$ cat src/rtl/mbus_slave_front.sv
module mbus_slave_front #(
  parameter int AW = 32,
  parameter int LO_W = 8,
  parameter int BASE_W = 8,
  parameter logic [15:0] NATIVE_CFG = 16'hFF00,
  parameter logic [7:0] LEGACY_CFG = 8'hE8
) (
  input  logic              clk,
  input  logic              rst_n,
  input  logic              full_n,
  input  logic              leg_n,
  input  logic              rd_i,
  input  logic [AW-1:2]     addr_i,
  input  logic [2:0]        space_i,
  input  logic              base_we,
  input  logic [BASE_W-1:0] base_wd,
  output logic              act_o,
  output logic              rd_o,
  output logic [AW-1:2]     addr_o,
  output logic [1:0]        cls_o,
  output logic              cfg_o,
  output logic              cfg_leg_o,
  output logic              match_o
);
  localparam int HW = AW - LO_W;
  localparam int LW = LO_W - 2;
  localparam int PW = HW + 4;
  localparam logic [1:0] C_NONE = 2'b00, C_MEM = 2'b01, C_INT = 2'b10;

  logic [2:0]        fs;
  logic [1:0]        ls;
  logic [PW-1:0]     p1, p2;
  logic [HW-1:0]     hi_q;
  logic [BASE_W-1:0] base_q;
  logic              cfgd_q, act_q, rd_q, nat_q, leg_q;
  logic [1:0]        cls_q, cls_n;
  logic              fall, rise;
  logic [HW-1:0]     p_hi;
  logic [2:0]        p_sp;

  assign fall = !fs[1] && fs[2];
  assign rise = fs[1] && !fs[2];
  assign p_hi = p2[PW-1 -: HW];
  assign p_sp = p2[2:0];

  always_comb begin
    case (p_sp)
      3'b001, 3'b010, 3'b101, 3'b110: cls_n = C_MEM;
      3'b111:                         cls_n = C_INT;
      default:                        cls_n = C_NONE;
    endcase
  end

  always_ff @(posedge clk or negedge rst_n) begin
    if (!rst_n) begin
      fs <= 3'b111;
      ls <= 2'b11;
      p1 <= '0;
      p2 <= '0;
    end else begin
      fs <= {fs[1:0], full_n};
      ls <= {ls[0], leg_n};
      p1 <= {addr_i[AW-1:LO_W], rd_i, space_i};
      p2 <= p1;
    end
  end

  always_ff @(posedge clk or negedge rst_n) begin
    if (!rst_n) begin
      base_q <= '0;
      cfgd_q <= 1'b0;
    end else if (base_we) begin
      base_q <= base_wd;
      cfgd_q <= 1'b1;
    end
  end

  always_ff @(posedge clk or negedge rst_n) begin
    if (!rst_n) begin
      act_q <= 1'b0;
      hi_q  <= '0;
      rd_q  <= 1'b0;
      cls_q <= C_NONE;
      nat_q <= 1'b0;
      leg_q <= 1'b0;
    end else if (fall) begin
      act_q <= 1'b1;
      hi_q  <= p_hi;
      rd_q  <= p2[3];
      cls_q <= cls_n;
      nat_q <= (cls_n == C_MEM) && (p_hi[HW-1 -: 16] == NATIVE_CFG);
      leg_q <= (cls_n == C_MEM) && !ls[1] && (p_hi[HW-9 -: 8] == LEGACY_CFG);
    end else if (rise) begin
      act_q <= 1'b0;
      hi_q  <= '0;
      rd_q  <= 1'b0;
      cls_q <= C_NONE;
      nat_q <= 1'b0;
      leg_q <= 1'b0;
    end
  end

  assign act_o     = act_q;
  assign rd_o      = rd_q;
  assign addr_o    = {hi_q, act_q ? addr_i[LO_W-1:2] : {LW{1'b0}}};
  assign cls_o     = cls_q;
  assign cfg_o     = nat_q || leg_q;
  assign cfg_leg_o = leg_q;
  assign match_o   = act_q && cfgd_q && (cls_q == C_MEM) && !cfg_o
                     && (hi_q[HW-1 -: BASE_W] == base_q);

  a_r2_hold_addr: assert property (@(posedge clk) disable iff (!rst_n)
    (act_o && $past(act_o) && !rise && !$past(rise)) |-> $stable(addr_o[AW-1:LO_W]));
  a_r6_reserved_silent: assert property (@(posedge clk) disable iff (!rst_n)
    (cls_o == C_NONE) |-> (!match_o && !cfg_o));
  a_r5_int_silent: assert property (@(posedge clk) disable iff (!rst_n)
    (cls_o == C_INT) |-> (!match_o && !cfg_o));
  a_r8_leg_is_cfg: assert property (@(posedge clk) disable iff (!rst_n)
    cfg_leg_o |-> cfg_o);
  a_r9_no_start_without_strobe: assert property (@(posedge clk) disable iff (!rst_n)
    (!act_o && fs[1] && fs[2]) |=> !act_o);
  a_r10_unconfigured: assert property (@(posedge clk) disable iff (!rst_n)
    !cfgd_q |-> !match_o);
  a_r11_match_in_cycle: assert property (@(posedge clk) disable iff (!rst_n)
    match_o |-> act_o);
  a_r11_release: assert property (@(posedge clk) disable iff (!rst_n)
    rise |=> (!act_o && cls_o == C_NONE));
endmodule

$ cat config.mk
export PLATFORM = sky130hd
export DESIGN_NAME = mbus_slave_front
export DESIGN_NICKNAME = d
export VERILOG_FILES = /design/src/rtl/mbus_slave_front.sv
export SDC_FILE = /design/constraint.sdc
export NUM_CORES = 1
export LEC_CHECK = 0
export BUFFER_PORTS_ARGS = -buffer_cell sky130_fd_sc_hd__buf_2
export CORE_ASPECT_RATIO = 0.6
export CORE_UTILIZATION = 51
export DETAILED_ROUTE_END_ITERATION = 16
export PLACE_DENSITY = 0.77
export SLEW_MARGIN = 0
export SYNTH_ARGS = -nofsm -noshare
export SYNTH_HDL_FRONTEND = slang
export SYNTH_SLANG_ARGS = --single-unit
$ cat constraint.sdc
create_clock -name clk -period 1.9 [get_ports clk]
set_input_delay 0.095 -clock clk [delete_from_list [all_inputs] [get_ports clk]]
set_output_delay 0.095 -clock clk [all_outputs]
set_load 0.03 [all_outputs]
==> results by group <==
Status
  • Outcome: finished, final reports clean

Final layout
  • # diodes: 0
  • Fill count: 423
  • Final Non-Filler Cells: between 400 and 500
  • Nets: around 420
  • Layout cells sized above 1: 0.336
  • Area Growth Syn to Fin: 35.5%

GRT
  • Grt total ovfl: 0
  • First-pass GRT wire length: about 9900 µm
  • Total GRT Usage: 0.199
  • Vias in the first global route: 2095
  • Initial antenna violation count: 0
  • Largest net degree at the start of global routing: 50

Floorplan
  • Initial Util: 0.531
  • Die area: just under 0.007 mm²
  • DIE WIDTH: 105 µm
  • Die Ht: 63.9 µm
  • Core Area: 0.00614 mm²
  • Ports: 84
  • Row cnt: 22

Worst setup path
  • Maximum fanout along the worst path: 4
  • CP endpoint kind: output pin
  • Buffers plus inverters on the worst setup path: 1
  • WS Path Type: register to output pin
  • Arrival @ worst endpoint: 1.60 ns
  • R2R Setup Slk: 0.31 ns
  • Data required, critical path: 1.80 ns
  • RR Startpoint: fs[1]$_DFF_PN1_
  • RR Endpoint: nat_q$_DFFE_PN0P_
  • CP max-delay cell: dfrtp_1
  • Critical path's top delay family: simple AND/OR/NAND/NOR gates
  • CP Launch Type: register
  • Crit-path cells: nor4b_2 > nand3_1 > nor3_2 > buf_4
  • Crit path largest cell delay: 0.43 ns
  • FF-to-FF path depth: 5
  • Critical path depth: 4

Yosys
  • Number of synthesized flops with an enable pin: 0
  • Mapped Nets: roughly 290
  • Synthesis-stage register bit count: 100
  • Post-synthesis async set-or-reset flop share: 1.00
  • Synth warn: 0
  • Distinct cells, synth: 26
  • Mapped Avg Cell Area: 13.7 µm²
  • Cell area after synthesis: 0.00326 mm²
  • Largest cells by area after synthesis: dfrtp_1 (73%), nand2_1 (6.6%), o21ai_0 (4.1%)
  • Synth top area share: 0.729
  • Leading area contributor after synthesis: dfrtp_1
  • Synth Flop Type: dfrtp_1
  • Cell count after synthesis: 238
  • Register area share after synthesis: 0.770
  • Synth cell count leaders: dfrtp_1 (95), nand2_1 (57), o21ai_0 (27)
  • Most frequent cell after synthesis: dfrtp_1

Clocking
  • Clock Pin Slew Worst Setup and Hold Paths: 0.10 ns
  • Cts bufs inserted: 9
  • Clk root buf: clkbuf_8
  • Clock Latency Late Sink: about 0.35 ns
  • CTS H-tree lvls: 3
  • CTS Sinks: 100
  • Clk buf depth: 2
  • CTS tree: done
  • Post-CTS Setup Inserts: 0

Drt
  • DRC errors left: 0
  • Detailed Route WL: 5950 µm
  • WL/cell: roughly 13 µm
  • Via count: about 2100
  • Drt first pass iters: 4
  • Detail Route Antenna Nets: 0
  • DRT iter0 DRCs: 121
  • Via/cell ratio: around 4.7

Timing
  • Final Setup Violations: 0
  • Clock skew: 0.00986 ns
  • Tcrit/Tclk final: 0.893
  • Fin Setup TNS: 0 ns
  • Final hold vios: 0
  • Slew HR: 0.687
  • Slew @ Worst Pin: 0.466 ns
  • Fmax: between 500 and 600 MHz
  • RSZ-0062 raised after global routing: no
  • Count of pins over their slew limit: 0
  • Slack of the critical path: 0.203 ns
  • Fin crit period: 1.70 ns

Placed design
  • GP Congestion: 0.849
  • Placed cells: 401
  • DP Worst Slack: 0.330 ns
  • I/O Buffers: 83
  • Final HPWL DP: 4110 µm

Flow run
  • Max-capacitance violation count: 0

Pwr
  • Pleak: ~2.1 nW
  • Pwr dens: 955 mW/mm²
  • Net Sw Frac: 0.262
  • Clock power frac: 0.331
  • Internal cell power: slightly above 3 mW
  • Reg power frac: 0.554
  • Switching Power: 1.11 mW
  • Combinational share of power: 0.115
  • VDD IR max: roughly 0.58 mV

Worst hold path
  • Hold Path End: cfgd_q$_DFFE_PN0P_
  • Hold path cells: 2
  • Min-delay src: base_we
  • Hold Crit Class: primary input to register
[worst max-delay path by stage]
stage	startpoint	endpoint
4_1_cts	cfg_leg_o$_DFFE_PN0P_	match_o
3_3_place_gp	fs[1]$_DFF_PN1_	nat_q$_DFFE_PN0P_
5_1_grt	cfg_leg_o$_DFFE_PN0P_	match_o
3_5_place_dp	fs[1]$_DFF_PN1_	nat_q$_DFFE_PN0P_
2_1_floorplan	cfg_leg_o$_DFFE_PN0P_	match_o
6_report	cfg_leg_o$_DFFE_PN0P_	match_o
[power by group through the flow]
stage | combinational, mW | sequential [mW] | clock, mW
after floorplan | 0.153 | 2.45 | 0
after global placement | 0.418 | 2.37 | 0
after detailed placement | 0.427 | 2.38 | 0
after CTS | 0.488 | 2.33 | 1.44
after global routing | 0.532 | 2.35 | 1.54
final | 0.485 | 2.33 | 1.40
[cells by family (layout without fill, tap and decap cells)]
| group | count (synthesis) | after routing | share of synthesized area |
|---|---|---|---|
| flip-flops | 100 | 100 | 0.770 |
| AND/OR/NAND/NOR | 79 | 79 | 0.110 |
| AO/OA/AOI/OAI | 29 | 29 | 0.0480 |
| buffers and inverters | 12 | 146 | 0.0154 |
| XOR/XNOR | 8 | 8 | 0.0215 |
| multiplexers | 8 | 8 | 0.0276 |
| adder cells (fa/ha/maj) | 2 | 2 | 0.00768 |
[cell usage in the layout (no fill, tap or decap), types with 2 or more instances in the layout]
cell type      netlist  final
and2_1               6      6
buf_2                1     81
buf_4                1      7
clkbuf_8             0      9
dfrtp_1             95     95
dfstp_2              5      5
dlygate4sd3_1        0     39
ha_1                 2      2
inv_1                2      2
inv_6                0      2
inv_8                0      3
mux2_2               8      8
nand2_1             57     57
nand3_1              2      2
nand4_1              3      3
o21ai_0             27     27
or2_2                2      2
xnor2_1              8      8
[stage by stage]
stage	hold WS [ns]	area [µm²]	util	total power, mW
after floorplan	-0.201	3260	-	2.60
after global placement	0.0574	3800	0.619	2.79
after detailed placement	0.0615	3800	0.619	2.80
after CTS	0.0923	4400	0.717	4.26
after global routing	0.106	4420	0.719	4.42
final	0.120	4420	0.719	4.22
[worst register-to-register path: cells and delay by family, from the launching register on]
| kind | cells | cell delay [ns] |
|---|---|---|
| compound gates | 1 | 0.23 |
| fa+ha+maj | 1 | 0.32 |
| buf+inv | 1 | 0.04 |
| flops | 1 | 0.54 |
| simple gates | 2 | 0.37 |
[area by class of cell]
cell class,instances,area [µm²],share of cell area
flip-flops and latches,100,2510,0.568
clock inverters,7,90.1,0.0204
well taps,84,105,0.0238
multi-input cells,126,712,0.161
inverters,2,7.51,0.00170
repair buffers,128,868,0.197
clock buffers,9,124,0.0281
[sequential cells by signal, indices dropped and copies added (netlist names), 2 cells and up]
name and count:
p2 28, cls_o 2, hi_q 24, p1 28
fs 3, base_q 8, ls 2
[metal layers]
| metal | vias to the layer above | part of all wire | GRT usage |
|---|---|---|---|
| li1 | 1037 | - | - |
| met1 | 1016 | 0.46 | 0.276 |
| met2 | 72 | 0.46 | 0.297 |
| met3 | 11 | 0.053 | 0.0602 |
| met4 | 0 | 0.019 | 0.0827 |
| met5 | - | 0 | 0 |
[timing repair]
| item | CTS | global route |
|---|---|---|
| setup endpoints to repair | 0 | 1 |
| hold endpoints to repair | 72 | 0 |
| gates resized for setup | 0 | 3 |
| hold buffers | 39 | 0 |
Power figures use the tool's default switching activity.
